### config.mk
export PLATFORM = sky130hd
export DESIGN_NAME = gpio_irq_ctrl
export DESIGN_NICKNAME = d
export VERILOG_FILES = /design/src/rtl/gpio_irq_pkg.sv /design/src/rtl/gpio_sync.sv /design/src/rtl/gpio_irq_src.sv /design/src/rtl/gpio_regfile.sv /design/src/rtl/gpio_irq_ctrl.sv
export SDC_FILE = /design/constraint.sdc
export NUM_CORES = 1
export LEC_CHECK = 0
export BUFFER_PORTS_ARGS = -buffer_cell sky130_fd_sc_hd__buf_2
export CAP_MARGIN = 5
export CORE_UTILIZATION = 53
export DETAILED_ROUTE_END_ITERATION = 12
export PLACE_DENSITY_LB_ADDON = 0.25
export RECOVER_POWER = 25
export SLEW_MARGIN = 20
export SYNTH_ARGS = -nofsm -noshare
export SYNTH_HDL_FRONTEND = slang
export SYNTH_SLANG_ARGS = --single-unit
### constraint.sdc
create_clock -name clk -period 1.55 [get_ports clk]
set_input_delay 0.0775 -clock clk [delete_from_list [all_inputs] [get_ports clk]]
set_output_delay 0.0775 -clock clk [all_outputs]
set_load 0.05 [all_outputs]
### src/rtl/gpio_irq_pkg.sv
package gpio_irq_pkg;
    localparam int BUS_W      = 32;
    localparam int ADDR_W     = 6;
    localparam int WORD_LSB   = 2;
    localparam int WORD_IDX_W = ADDR_W - WORD_LSB;

    // Word index of each register (byte offset divided by four).
    typedef enum logic [WORD_IDX_W-1:0] {
        RG_LEVEL = 4'h0,
        RG_DIR   = 4'h1,
        RG_IEN   = 4'h2,
        RG_STAT  = 4'h3,
        RG_PEND  = 4'h4,
        RG_CLR   = 4'h5,
        RG_TRIG  = 4'h6,
        RG_POL   = 4'h7,
        RG_VER   = 4'h8,
        RG_DUAL  = 4'h9
    } reg_sel_e;

    typedef enum logic {
        SRC_IDLE    = 1'b0,
        SRC_LATCHED = 1'b1
    } src_state_e;

    localparam logic [BUS_W-1:0] HW_VERSION = 32'd3;
endpackage

### src/rtl/gpio_sync.sv
module gpio_sync #(
    parameter int W = 32
) (
    input  logic         clk,
    input  logic         rst_n,
    input  logic [W-1:0] raw,
    output logic [W-1:0] now_q,
    output logic [W-1:0] prev_q
);
    logic [W-1:0] meta_q;

    always_ff @(posedge clk or negedge rst_n) begin
        if (!rst_n) begin
            meta_q <= '0;
            now_q  <= '0;
            prev_q <= '0;
        end else begin
            meta_q <= raw;
            now_q  <= meta_q;
            prev_q <= now_q;
        end
    end
endmodule

### src/rtl/gpio_irq_src.sv
module gpio_irq_src
    import gpio_irq_pkg::*;
(
    input  logic clk,
    input  logic rst_n,
    input  logic lvl_now,
    input  logic lvl_prev,
    input  logic edge_mode,
    input  logic pol_high,
    input  logic dual_edge,
    input  logic clr,
    output logic latched
);
    src_state_e state_q, state_d;
    logic rise, fall, trig;

    always_comb begin
        rise = lvl_now & ~lvl_prev;
        fall = ~lvl_now & lvl_prev;
        if (edge_mode)
            trig = dual_edge ? (rise | fall) : (pol_high ? rise : fall);
        else
            trig = (lvl_now == pol_high);
    end

    always_comb begin
        state_d = state_q;
        unique case (state_q)
            SRC_IDLE:    if (trig) state_d = SRC_LATCHED;          // FIRE
            SRC_LATCHED: if (clr && !trig) state_d = SRC_IDLE;     // ACK, else HOLD
        endcase
    end

    always_ff @(posedge clk or negedge rst_n) begin
        if (!rst_n) state_q <= SRC_IDLE;
        else        state_q <= state_d;
    end

    always_comb begin
        latched = (state_q == SRC_LATCHED);
    end

    assert_level_hold_R3: assert property (@(posedge clk) disable iff (!rst_n)
        (!edge_mode && (lvl_now == pol_high)) |=> latched);

    assert_edge_quiet_R4: assert property (@(posedge clk) disable iff (!rst_n)
        (edge_mode && (lvl_now == lvl_prev) && !latched) |=> !latched);

    assert_clear_edge_R6: assert property (@(posedge clk) disable iff (!rst_n)
        (latched && clr && edge_mode && (lvl_now == lvl_prev)) |=> !latched);
endmodule

### src/rtl/gpio_regfile.sv
module gpio_regfile
    import gpio_irq_pkg::*;
#(
    parameter int PINS = 32
) (
    input  logic             clk,
    input  logic             rst_n,
    input  logic [ADDR_W-1:0] bus_addr,
    input  logic             bus_we,
    input  logic [BUS_W-1:0] bus_wdata,
    output logic [BUS_W-1:0] bus_rdata,
    input  logic [PINS-1:0]  pin_now,
    input  logic [PINS-1:0]  status,
    output logic [PINS-1:0]  out_q,
    output logic [PINS-1:0]  dir_q,
    output logic [PINS-1:0]  ien_q,
    output logic [PINS-1:0]  trig_q,
    output logic [PINS-1:0]  pol_q,
    output logic [PINS-1:0]  dual_q,
    output logic [PINS-1:0]  clr_mask
);
    logic             hit;
    reg_sel_e         sel;
    logic [PINS-1:0]  wval;

    function automatic logic [BUS_W-1:0] widen(input logic [PINS-1:0] v);
        logic [BUS_W-1:0] r;
        r = '0;
        r[PINS-1:0] = v;
        return r;
    endfunction

    always_comb begin
        hit  = (bus_addr[WORD_LSB-1:0] == '0);
        sel  = reg_sel_e'(bus_addr[ADDR_W-1:WORD_LSB]);
        wval = bus_wdata[PINS-1:0];
        clr_mask = (bus_we && hit && sel == RG_CLR) ? wval : '0;
    end

    always_ff @(posedge clk or negedge rst_n) begin
        if (!rst_n) begin
            out_q  <= '0;
            dir_q  <= '1;
            ien_q  <= '0;
            trig_q <= '0;
            pol_q  <= '1;
            dual_q <= '0;
        end else if (bus_we && hit) begin
            case (sel)
                RG_LEVEL: out_q  <= wval;
                RG_DIR:   dir_q  <= wval;
                RG_IEN:   ien_q  <= wval;
                RG_TRIG:  trig_q <= wval;
                RG_POL:   pol_q  <= wval;
                RG_DUAL:  dual_q <= wval;
                default:  ;
            endcase
        end
    end

    always_comb begin
        bus_rdata = '0;
        if (hit) begin
            case (sel)
                RG_LEVEL: bus_rdata = widen((pin_now & dir_q) | (out_q & ~dir_q));
                RG_DIR:   bus_rdata = widen(dir_q);
                RG_IEN:   bus_rdata = widen(ien_q);
                RG_STAT:  bus_rdata = widen(status);
                RG_PEND:  bus_rdata = widen(status & ien_q);
                RG_TRIG:  bus_rdata = widen(trig_q);
                RG_POL:   bus_rdata = widen(pol_q);
                RG_VER:   bus_rdata = HW_VERSION;
                RG_DUAL:  bus_rdata = widen(dual_q);
                default:  bus_rdata = '0;
            endcase
        end
    end
endmodule

### src/rtl/gpio_irq_ctrl.sv
module gpio_irq_ctrl
    import gpio_irq_pkg::*;
#(
    parameter int PINS = 32
) (
    input  logic              clk,
    input  logic              rst_n,
    input  logic [ADDR_W-1:0] bus_addr,
    input  logic              bus_we,
    input  logic [BUS_W-1:0]  bus_wdata,
    output logic [BUS_W-1:0]  bus_rdata,
    input  logic [PINS-1:0]   pin_in,
    output logic [PINS-1:0]   pin_out,
    output logic [PINS-1:0]   pin_is_input,
    output logic              irq_out
);
    logic [PINS-1:0] lvl_now, lvl_prev, status;
    logic [PINS-1:0] out_q, dir_q, ien_q, trig_q, pol_q, dual_q, clr_mask;

    gpio_sync #(.W(PINS)) u_sync (
        .clk    (clk),
        .rst_n  (rst_n),
        .raw    (pin_in),
        .now_q  (lvl_now),
        .prev_q (lvl_prev)
    );

    gpio_regfile #(.PINS(PINS)) u_regs (
        .clk       (clk),
        .rst_n     (rst_n),
        .bus_addr  (bus_addr),
        .bus_we    (bus_we),
        .bus_wdata (bus_wdata),
        .bus_rdata (bus_rdata),
        .pin_now   (lvl_now),
        .status    (status),
        .out_q     (out_q),
        .dir_q     (dir_q),
        .ien_q     (ien_q),
        .trig_q    (trig_q),
        .pol_q     (pol_q),
        .dual_q    (dual_q),
        .clr_mask  (clr_mask)
    );

    for (genvar i = 0; i < PINS; i++) begin : g_src
        gpio_irq_src u_src (
            .clk       (clk),
            .rst_n     (rst_n),
            .lvl_now   (lvl_now[i]),
            .lvl_prev  (lvl_prev[i]),
            .edge_mode (trig_q[i]),
            .pol_high  (pol_q[i]),
            .dual_edge (dual_q[i]),
            .clr       (clr_mask[i]),
            .latched   (status[i])
        );
    end

    always_comb begin
        pin_out      = out_q;
        pin_is_input = dir_q;
        irq_out      = |(status & ien_q);
    end

    assert_masked_quiet_R8: assert property (@(posedge clk) disable iff (!rst_n)
        (ien_q == '0) |-> !irq_out);

    assert_irq_source_R7: assert property (@(posedge clk) disable iff (!rst_n)
        irq_out |-> ($countones(status & ien_q) != 0));
endmodule

### After elaboration in Yosys (flattened, before gate mapping)

Cells that the tools add are included.

| storage, ports and cells | value |
|---|---|
| flip-flop bits (word level) | 320 |
| bits in latches | 0 |
| bits in writable memories | 0 |
| memory bits (read-only) | 0 |
| word-level logic and storage cells | 549 |
| memories | 0 |

| cells by class | value |
|---|---|
| add/subtract/negate cells | 0 |
| $mul | 0 |
| divide/modulo/power cells | 0 |
| $lt $le $gt $ge | 0 |
| eq/ne operators | 41 |
| shift operators | 0 |
| multiplexer cells | 195 |
| bitwise gates (word level) | 197 |
| reduce and logical (&&, ||, !) cells | 75 |

Operators with widths:

| cell | number |
|---|---|
| $pmux 32 s9 | 1 |
| $mux 1 | 160 |
| $and 32x32->32 | 3 |
| $not 1->1 | 96 |
| $and 1x1->1 | 64 |
| $mux 32 | 2 |
| $pmux 1 s2 | 32 |
| $logic_and 1x1->1 | 34 |
| $eq 1x1->1 | 32 |
| $logic_not 1->1 | 32 |
| $not 32->32 | 1 |
| $or 1x1->1 | 32 |
| $or 32x32->32 | 1 |
| $reduce_or 32->1 | 1 |
| $eq 4x3->1 const B | 4 |
| $reduce_and 2->1 | 6 |
| $eq 4x2->1 const B | 2 |
| $eq 4x4->1 const B | 2 |
| $eq 4x1->1 const B | 1 |
| $logic_not 4->1 | 1 |
| $logic_not 2->1 | 1 |

### Depth between registers and ports, before layout

| depth | value |
|---|---|
| depth after elaboration | 9 |
| depth in mapped cells | 8 |
| mapped depth without buffers | 5 |

### Hierarchy

Synthesis repeated with hierarchy kept, for this count alone.

| unflattened totals | value |
|---|---|
| cells, all modules | 1273 |
| area total of the unflattened synthesis | 16540.9 um^2 |

By module, submodules not included:

| module | instances | cells each | area an instance (um^2) | seq. area each (um^2) |
|---|---|---|---|---|
| gpio_regfile | 1 | 804 | 10072.2 | 4884.7 |
| gpio_irq_src (g_src[1].u_src ...) | 21 | 11 | 123.9 | 25.0 |
| gpio_sync | 1 | 96 | 2402.3 | 2402.3 |
| gpio_irq_src (g_src[0].u_src ...) | 11 | 11 | 118.9 | 25.0 |
| gpio_irq_ctrl | 1 | 21 | 157.7 | 0.0 |

### Worst setup path before layout

No wires, ideal clock.

| timing path | value |
|---|---|
| path type | in2out |
| start point | in bus_addr[4] |
| end point | out bus_rdata[8] |
| arrival | 2.448 ns |
| required time | 1.472 ns |
| slack | -0.975 ns |
| cell stages on the path | 8 |
| buffers on the path | 4 |
| cells stage by stage | buf_2 -> buf_2 -> buf_2 -> buf_2 -> nand2_1 -> nor3_1 -> o21ai_0 -> a311oi_1 |

| on the way | value |
|---|---|
| cells in the longest elaborated chain, start to end | 3 |
| elaborated cells between the ends (all ways) | 11 |
| those cells by class | eq/ne (8); mux (2); reduce/logical (1) |

RTL lines:

| item | RTL line | RTL |
|---|---|---|
| start: declaration | gpio_irq_ctrl.sv:8 | `input logic [ADDR_W-1:0] bus_addr,` |
| $eq 4x4->1 (tied with other cells) | gpio_regfile.sv:64 | `case (sel)` |
| $pmux 32 s9 * | gpio_regfile.sv:64 |  |
| $mux 32 * | gpio_regfile.sv:63 | `if (hit) begin` |
| end: declaration | gpio_irq_ctrl.sv:11 | `output logic [BUS_W-1:0] bus_rdata,` |

Mark *: on every way between the ends. The rest lies on a longest branch, timed or not.

### Worst setup path in the final report

| timing path | value |
|---|---|
| start point | reg g_src[16].u_src.state_q |
| end point | out irq_out |

| on the way | value |
|---|---|
| cells in the longest elaborated chain, start to end | 2 |

RTL lines:

| item | RTL line | RTL |
|---|---|---|
| start: declaration | gpio_irq_src.sv:14 | `src_state_e state_q, state_d;` |
| start signal: assignment | gpio_irq_src.sv:36 | `else state_q <= state_d;` |
| $and 32x32->32 | gpio_irq_ctrl.sv:63 | `irq_out = \|(status & ien_q);` |
| $reduce_or 32->1 | gpio_irq_ctrl.sv:63 |  |
| end: declaration | gpio_irq_ctrl.sv:15 | `output logic irq_out` |

Every way passes these cells.

==> impl_metrics.ini <==
[yosys]
synthAdderAreaFrac = 0.0526
synth_ff_type = dfrtp_1
synth_compound_area_frac = 0.185
ys_ff_latch = 320
yosys_warnings = 0
synth_edf_count = 0
yosysUniqueCellTypes = 63
seq_area_frac_synth = 0.531
synth_nets = 1575
syn_inst = 1438
synth_top_family_by_area = compound AO/OA/AOI/OAI gates
syn_area_per_cell_sq_um = 10.6
synthSimpleGateAreaFrac = 0.0882
ys_async_sr_fraction = 1.00
synth_mux_area_frac = 0.0797
syn_area_sq_um = 15200
synth_xor_area_frac = 0.0184

[floorplan]
fp.dieW_um = 172
floorplan.initialDensity = 0.544
die_h_um = 172
dieArea_sq_um = 29400
core_area_sq_um = 28000
io_pins = 170
fp-row-count = 61

[sta]
worst_slew_pin_slew_ns = 1.38
clock.fmax_mhz = 436
setup_violations = 35
slew_headroom = 0.0791
hold_viol = 0
layout_setup_ws_ns = -0.743
fin_crit_ns = 2.29
rsz0062_at_grt = yes
skew_ns = 0.0115
drv_slew = 0
min_period_over_period = 1.48
whs_ns = 0.199
fin_setup_tns_ns = -14.01

[power]
powerDensity_nw_per_um2 = 1110
pwr-share-comb = 0.192
pwr-share-clk = 0.382
vdd_drop_max_uv = 892
internal_power_w = 0.0169
p_seq_frac = 0.426
p_leak_nw = 9.94
power_switching_w = 0.00688
switching_share = 0.289

[outcome]
violations = setup timing
status = finished with violations

[drt]
ant_nets = 0
drtIter0Drc = 1054
wl_per_cell_um = 21.5
vias = 13400
routed_wl_um = 48900
dr.pass1.iters = 5
drc = 0
via_per_inst = 5.90

[clock_tree]
clock_latency_ns = 0.51
cts_buffer_depth = 3
cts_num_sinks = 320
clk_pin_slew_ns = 0.06
htree_num_levels = 2
root_buffer = clkbuf_16
cts_buffers = 35
cts_tree = done

[placed_design]
place.gp.congestion = 0.940
dpl.hpwl_um = 32500
port_buffers = 169

[finish]
post-route-util = 0.763
nets = 2002
drive_gt1_frac = 0.373
area_growth_pct = 40.3
final_cell_mix = dfrtp_1, nand2_1, o21ai_0
layout_commonest_cell = dfrtp_1

[worst_setup_path]
r2r-end = g_src[8].u_src.latched
r2r-start = u_sync.now_q[8]
rr_worst_depth = 6
path_class = reg2out
cp_num_buf_inv = 2
end_kind = output pin
crit_family = simple AND/OR/NAND/NOR gates
cp_data_required_time_ns = 1.47
worst_path_largest_cell_delay_ns = 0.41
cp_cell_sequence = a22o_1, a221oi_2, buf_4, nand4_1, or3_4, buf_8
r2r_slack_ns = -0.05
cp_data_arrival_time_ns = 2.22
cp-start-kind = flop
path_max_fanout = 2
cp_slowest_cell = or3_4

[hold_path]
hold_start = pin_in[31]
hp-class = in2reg
min_path_cells = 2
hold_end = u_sync.meta_q[31]

[global_route]
grt_pass1_wl_um = 75900
grt_usage = 0.341
grt.overflow.total = 0
grt_max_degree = 56
antenna_found_initial = 1
grt_pass1_vias = 14100

[run]
cap_violations = 0
==> worst max-delay path by stage <==
stage	from	endpoint	slack [ns]	cells past startpoint
CTS	u_regs.ien_q[16]	irq_out	-0.80	6
finish	g_src[16].u_src.latched	irq_out	-0.74	6
detailed placement	bus_addr[2]	bus_rdata[21]	-0.35	8
global placement	bus_addr[3]	bus_rdata[1]	-0.35	8
global route	u_regs.ien_q[5]	irq_out	-0.78	6
floorplan	u_regs.dir_q[8]	bus_rdata[8]	-0.23	4
==> Yosys cell counts, drive strengths merged (26+ instances only) <==
library cell | instances | area (sq um)
nand2 | 213 | 802
o211ai | 65 | 488
o21ai | 214 | 1070
mux2 | 82 | 923
a21o | 26 | 195
mux2i | 29 | 290
dfstp | 64 | 1680
inv | 98 | 368
ha | 64 | 801
clkbuf | 50 | 188
xor2 | 32 | 280
dfrtp | 256 | 6410
==> routing by layer <==
layer	wire length [um]	vias to the layer above	track usage
li1	-	5967	-
met1	19700	6661	0.429
met2	23800	584	0.570
met3	3270	185	0.0573
met4	2140	0	0.167
met5	0	-	0
==> worst reg2reg max path, stage by stage (launching register included) <==
cell and delay, ns:
dfrtp_1 0.40, clkbuf_1 0.23, inv_1 0.07, ha_1 0.17, mux2_2 0.26, o211ai_1 0.20, o211ai_1 0.14
==> final cells by class <==
cell class                      instances  area (sq um)
Antenna cell                            1          2.50
Inverter                               99           372
Clock inverter                         14           248
Clock buffer                           49          1000
Tap cell                              378           473
Multi-Input combinational cell        946          7450
Timing Repair Buffer                  463          3720
Fill cell                            1774          6650
Sequential cell                       320          8090
==> what timing repair did <==
item                                   4_1_cts  5_1_grt
pin swaps                                   58       39
buffers inserted                            17        6
setup endpoints to repair                   33       39
resized for setup                          129       30
hold buffers                                65        0
endpoints found under the hold margin      475        0
==> power groups by stage <==
stage / combinational [W] / sequential, W / clock [W]
floorplan: 0.00174 / 0.0109 / 0
global placement: 0.00399 / 0.0102 / 0
detailed placement: 0.00410 / 0.0102 / 0
CTS: 0.00446 / 0.0101 / 0.00916
global route: 0.00492 / 0.0102 / 0.00951
finish: 0.00457 / 0.0101 / 0.00909
==> stage by stage <==
stage | power, W | setup slack, ns | std cells | instance area, sq um
final | 0.0238 | -0.743 | 2270 | 21400
after global routing | 0.0247 | -0.784 | 2269 | 21400
after CTS | 0.0237 | -0.796 | 2264 | 21200
after detailed placement | 0.0143 | -0.354 | 2122 | 18800
after global placement | 0.0142 | -0.349 | 2122 | 18800
after floorplan | 0.0126 | -0.231 | 1438 | 16000
==> kinds of logic (layout without fill, tap and decap cells) <==
family                     count (synthesis)  count (layout)
adders and majority gates                 64              64
and+or+nand+nor                          292             292
buffers and inverters                    172             625
other                                      0               1
AOI/OAI and AO/OA                        447             447
DFF                                      320             320
muxes                                    111             111
xor gates and xnor gates                  32              32
Power figures use the tool's default switching activity.
